**src/rtl/winner_pkg.sv**
```systemverilog
// Package winner_pkg
// Shared types and constants for the winner display block.
// Assumes exactly four candidates, so an index fits in two bits.
package winner_pkg;
    localparam int NUM_CAND   = 4;
    localparam int CAND_IDX_W = $clog2(NUM_CAND);
    localparam int SEG_W      = 7;

    typedef logic [CAND_IDX_W-1:0] cand_idx_t;
    typedef logic [SEG_W-1:0]      seg_t;

    localparam seg_t SEG_DARK = '0;
endpackage

```
**src/rtl/wd_pair_round.sv**
```systemverilog
// Module wd_pair_round
// One first-round match: compares two counts and forwards the larger one
// together with its candidate index. The low-index side wins ties.
// Assumes both counts are unsigned and of equal width.
module wd_pair_round
    import winner_pkg::*;
#(
    parameter int CNT_W = 4
) (
    input  logic [CNT_W-1:0] lo_cnt,
    input  cand_idx_t        lo_idx,
    input  logic [CNT_W-1:0] hi_cnt,
    input  cand_idx_t        hi_idx,
    output logic [CNT_W-1:0] win_cnt,
    output cand_idx_t        win_idx
);
    logic hi_ahead;

    // Comparator: the high-index side needs a strict lead to win.
    always_comb hi_ahead = (hi_cnt > lo_cnt);

    // Multiplexer: pass the winning count and index forward.
    always_comb begin
        win_cnt = hi_ahead ? hi_cnt : lo_cnt;
        win_idx = hi_ahead ? hi_idx : lo_idx;
    end
endmodule

```
**src/rtl/wd_final_round.sv**
```systemverilog
// Module wd_final_round
// Final match between the two pairing winners. Produces only the overall
// winning index. The first pairing's winner holds on a tie, because it
// carries the lower indices.
module wd_final_round
    import winner_pkg::*;
#(
    parameter int CNT_W = 4
) (
    input  logic [CNT_W-1:0] left_cnt,
    input  cand_idx_t        left_idx,
    input  logic [CNT_W-1:0] right_cnt,
    input  cand_idx_t        right_idx,
    output cand_idx_t        champ_idx
);
    // Third comparator and index select.
    always_comb champ_idx = (right_cnt > left_cnt) ? right_idx : left_idx;
endmodule

```
**src/rtl/wd_seg_encoder.sv**
```systemverilog
// Module wd_seg_encoder
// Turns a candidate index into an active-high seven-segment pattern
// (bit 0 = a ... bit 6 = g). Drives all segments dark while blank is set.
module wd_seg_encoder
    import winner_pkg::*;
(
    input  cand_idx_t idx,
    input  logic      blank,
    output seg_t      seg
);
    // Digit lookup with blanking override.
    always_comb begin
        if (blank) begin
            seg = SEG_DARK;
        end else begin
            unique case (idx)
                2'd0:    seg = 7'b0111111;
                2'd1:    seg = 7'b0000110;
                2'd2:    seg = 7'b1011011;
                default: seg = 7'b1001111;
            endcase
        end
    end
endmodule

```
**src/rtl/winner_display.sv**
```systemverilog
// Module winner_display
// Finds the leading candidate among four vote counts with a two-level
// knockout (two pairing rounds, one final) and shows the index as a digit
// while show_req is high. With REG_OUT=1 the outputs are registered and
// cleared by a synchronous active-low reset. With REG_OUT=0 they are
// combinational.
module winner_display
    import winner_pkg::*;
#(
    parameter int CNT_W   = 4,
    parameter bit REG_OUT = 1'b1
) (
    input  logic             clk,
    input  logic             rst_n,
    input  logic [CNT_W-1:0] cnt_a,
    input  logic [CNT_W-1:0] cnt_b,
    input  logic [CNT_W-1:0] cnt_c,
    input  logic [CNT_W-1:0] cnt_d,
    input  logic             show_req,
    output logic [6:0]       seg,
    output logic             valid
);
    localparam int PAIRS = NUM_CAND / 2;

    logic [CNT_W-1:0] cnt_vec   [NUM_CAND];
    logic [CNT_W-1:0] pair_cnt  [PAIRS];
    cand_idx_t        pair_idx  [PAIRS];
    cand_idx_t        champ_idx;
    seg_t             seg_next;

    // Gather the four counts in candidate order.
    always_comb begin
        cnt_vec[0] = cnt_a;
        cnt_vec[1] = cnt_b;
        cnt_vec[2] = cnt_c;
        cnt_vec[3] = cnt_d;
    end

    // First round: one comparator plus multiplexer per pairing.
    for (genvar p = 0; p < PAIRS; p++) begin : g_pair
        wd_pair_round #(.CNT_W(CNT_W)) u_round (
            .lo_cnt  (cnt_vec[2*p]),
            .lo_idx  (cand_idx_t'(2*p)),
            .hi_cnt  (cnt_vec[2*p+1]),
            .hi_idx  (cand_idx_t'(2*p+1)),
            .win_cnt (pair_cnt[p]),
            .win_idx (pair_idx[p])
        );
    end

    wd_final_round #(.CNT_W(CNT_W)) u_final (
        .left_cnt  (pair_cnt[0]),
        .left_idx  (pair_idx[0]),
        .right_cnt (pair_cnt[1]),
        .right_idx (pair_idx[1]),
        .champ_idx (champ_idx)
    );

    wd_seg_encoder u_enc (
        .idx   (champ_idx),
        .blank (!show_req),
        .seg   (seg_next)
    );

    if (REG_OUT) begin : g_reg
        // Output stage: register segments and valid, clear on reset.
        always_ff @(posedge clk) begin
            if (!rst_n) begin
                seg   <= SEG_DARK;
                valid <= 1'b0;
            end else begin
                seg   <= seg_next;
                valid <= show_req;
            end
        end
    end else begin : g_comb
        // Output stage: pass the logic straight through.
        always_comb begin
            seg   = seg_next;
            valid = show_req;
        end
    end
endmodule

```
**config.mk**
```make
export PLATFORM = sky130hd
export DESIGN_NAME = winner_display
export DESIGN_NICKNAME = d
export VERILOG_FILES = /design/src/rtl/winner_pkg.sv /design/src/rtl/wd_pair_round.sv /design/src/rtl/wd_final_round.sv /design/src/rtl/wd_seg_encoder.sv /design/src/rtl/winner_display.sv
export SDC_FILE = /design/constraint.sdc
export NUM_CORES = 1
export LEC_CHECK = 0
export BUFFER_PORTS_ARGS = -buffer_cell sky130_fd_sc_hd__buf_2
export CAP_MARGIN = 10
export CORE_MARGIN = 1
export CORE_UTILIZATION = 45
export DETAILED_ROUTE_END_ITERATION = 7
export PLACE_DENSITY = 0.76
export SLEW_MARGIN = 20
export SYNTH_ARGS = -nofsm -noshare
export SYNTH_HDL_FRONTEND = slang
export SYNTH_SLANG_ARGS = --single-unit
```
**constraint.sdc**
```tcl
create_clock -name clk -period 2.8 [get_ports clk]
set_input_delay 0.56 -clock clk [delete_from_list [all_inputs] [get_ports clk]]
set_output_delay 0.56 -clock clk [all_outputs]
set_load 0.005 [all_outputs]
```
==> summary.txt <==
Outcome
  – Status: finished clean

Placed design
  – Input/output buffers: 26
  – Hpwl dp: 846 microns
  – Post-DP Area: 766 sq um
  – Worst slack, placed: 0.00435 ns
  – Routability cong.: 0.672

Critical path
  – Crit-path cells: buf_2 -> inv_1 -> ha_1 -> nand4_1 -> o21ai_1 -> a21oi_4 -> mux2_4 -> ha_1 -> and4_1 -> a21oi_4 -> inv_1 -> o21a_1
  – Worst path bufs/invs: 3
  – Critical Path RT: 2.94 ns
  – CP max stage delay: 0.32 ns
  – Critical Path Source Type: primary input
  – Worst setup path class: primary input to flip-flop
  – Critical path arrival: 2.67 ns
  – CP endpoint kind: flip-flop
  – CP top delay family: compound AO/OA/AOI/OAI gates
  – Crit-path slowest cell: mux2_4
  – Critical path peak fanout: 6

Clocking
  – CTS tree: yes
  – Gates resized, CTS repair: 0
  – Clock Tree Root: clkbuf_4
  – CTS max path bufs: 2
  – CTS Hold Bufs: 0
  – H-tree Lvls: 1
  – Clock transition at the registers of the reported paths: 0.05 ns
  – CTS sink cnt: 7
  – Inserted Clock Buffers: 3
  – Setup Fix Bufs, Post-CTS: 0

STA
  – RSZ-0062 raised after global routing: false
  – Setup violations, final: 0
  – Slew @ Worst Pin: 0.254 ns
  – Final WS setup: 0.269 ns
  – Final period util: 90.4%
  – Endpoints failing hold: 0
  – Tmin final: 2.53 ns
  – Slew Limit Headroom: 83.0%
  – Maximum clock rate: 395 MHz
  – Final Slew Violations: 0
  – Setup Total Neg Slack: 0 ns

Synth
  – Cell Area, Synth: 624 sq um
  – Post-synth top area share: 24.0%
  – Register area share after synthesis: 22.4%
  – Synth Instances: 65
  – Cell taking the most area after synthesis: ha_1
  – Netlist cell types: 22
  – Leading post-synthesis cells by cell area: ha_1 24%, dfxtp_1 22%, a21oi_4 7.8%, inv_1 6.6%, mux2i_1 6.4%
  – Total number of yosys warnings: 0
  – Mapped Avg Cell Area: 9.61 sq um
  – Syn_nets: 96
  – #FFs+latches synth: 7

Layout
  – Area Overhead vs Synth: 26.9%
  – Area of the multi-input gates: 435 sq um
  – Nets: 126
  – Fillcell total: 115
  – Register area: 140 sq um
  – Antenna Cells: 0
  – Final Core Density: 60.9%
  – Ratio of cells with drive above 1 in the final layout: 42.6%
  – Most common cell after layout, fill and taps aside: buf_2
  – Final Instance Area: 792 sq um
  – Commonest cells after routing, fill and taps aside: 26 x buf_2, 12 x ha_1, 11 x inv_1

GRT
  – Vias in the first global route: 379
  – Gr usage total: 14.6%
  – Largest net degree at the start of global routing: 10
  – Initial antenna violation count: 0
  – Grt total ovfl: 0
  – First-pass GRT wire length: 1.47 mm

Drt
  – Via count: 535
  – Routed WL: 958 microns
  – Detail Route Antenna Nets: 0
  – Routed wire per std cell: 8.79 microns
  – 1st-iter DRT viols: 1
  – Via/cell ratio: 4.91
  – First-pass detailed-route iteration total: 4
  – # DRC: 0

Die
  – Die Area: 1540 sq um
  – DIE HEIGHT: 39.3 microns
  – Die Width: 39.3 microns
  – # rows: 13
  – Effective utilization at floorplan: 48.0%
  – Area of the core: 1300 sq um
  – Ports: 27

Power
  – Tot Pwr: 352 uW
  – Leak: 0.000439 uW
  – Peak VDD IR: 0.000158 V
  – PD cells: 445 nW/um^2

Worst hold path
  – Tightest Hold Check Type: primary input to flip-flop

Run
  – Max Cap Viol: 0
==> kinds of logic (layout without fill, tap and decap cells) <==
kind of cell	after synthesis	in the layout	synth area share, %
flops	7	7	22.4
compound gates	14	14	21.2
simple gates	15	15	15.6
mux	5	5	8.82
buf+inv	12	41	7.82
fa+ha+maj	12	12	24.0
==> final cells by class <==
class | count | share of cell area (%)
well taps | 15 | 2.37
inverters | 11 | 5.21
repair buffers | 26 | 16.4
multi-input cells | 46 | 55.0
flip-flops and latches | 7 | 17.7
clock buffers | 4 | 3.32
==> Yosys cell counts (all sizes together) <==
| cell | count |
|---|---|
| buf | 1 |
| nand4 | 1 |
| inv | 11 |
| and4 | 2 |
| nor2 | 3 |
| o21ai | 5 |
| nor2b | 4 |
| nor3 | 1 |
| dfxtp | 7 |
| o21a | 1 |
| a21oi | 5 |
| a211oi | 1 |
| o211ai | 2 |
| nand2 | 4 |
| ha | 12 |
| mux2 | 1 |
| mux2i | 4 |
==> routing by layer <==
metal | wire length (microns) | vias to the layer above | global-route usage [%] | part of all wire, %
met5 | 0 | - | 0 | 0
met4 | 29 | 0 | 12.9 | 3.0
met3 | 63 | 4 | 1.70 | 6.6
met2 | 453 | 24 | 22.5 | 47
met1 | 412 | 222 | 17.4 | 43
li1 | - | 285 | - | -
==> power breakdown <==
group	switching, uW	internal, uW	total, uW
sequential	2.19	109	111
combinational	76.8	74.3	151
clock	35.4	54.3	89.7
==> metrics by stage <==
stage               instances  hold WS (ns)
finish                    109         0.632
global route              109         0.662
CTS                       109         0.636
detailed placement        105         0.894
global placement          105         0.873
floorplan                  65         0.754
==> path summary, 6_finish.rpt <==
path                  slack [ns]     end     start  depth (start not counted)
worst max-delay path        0.27  seg[2]  cnt_a[2]                         12
worst min-delay path        0.63   valid  show_req                          3
==> worst min-delay path, cell delays in order <==
cell and delay (ns):
buf_2 0.07, nand2_1 0.13, inv_1 0.08
==> registers in the layout (all words and copies together) (netlist names) <==
name and count:
valid 1, seg 6
(Power assumes the default switching activity.)
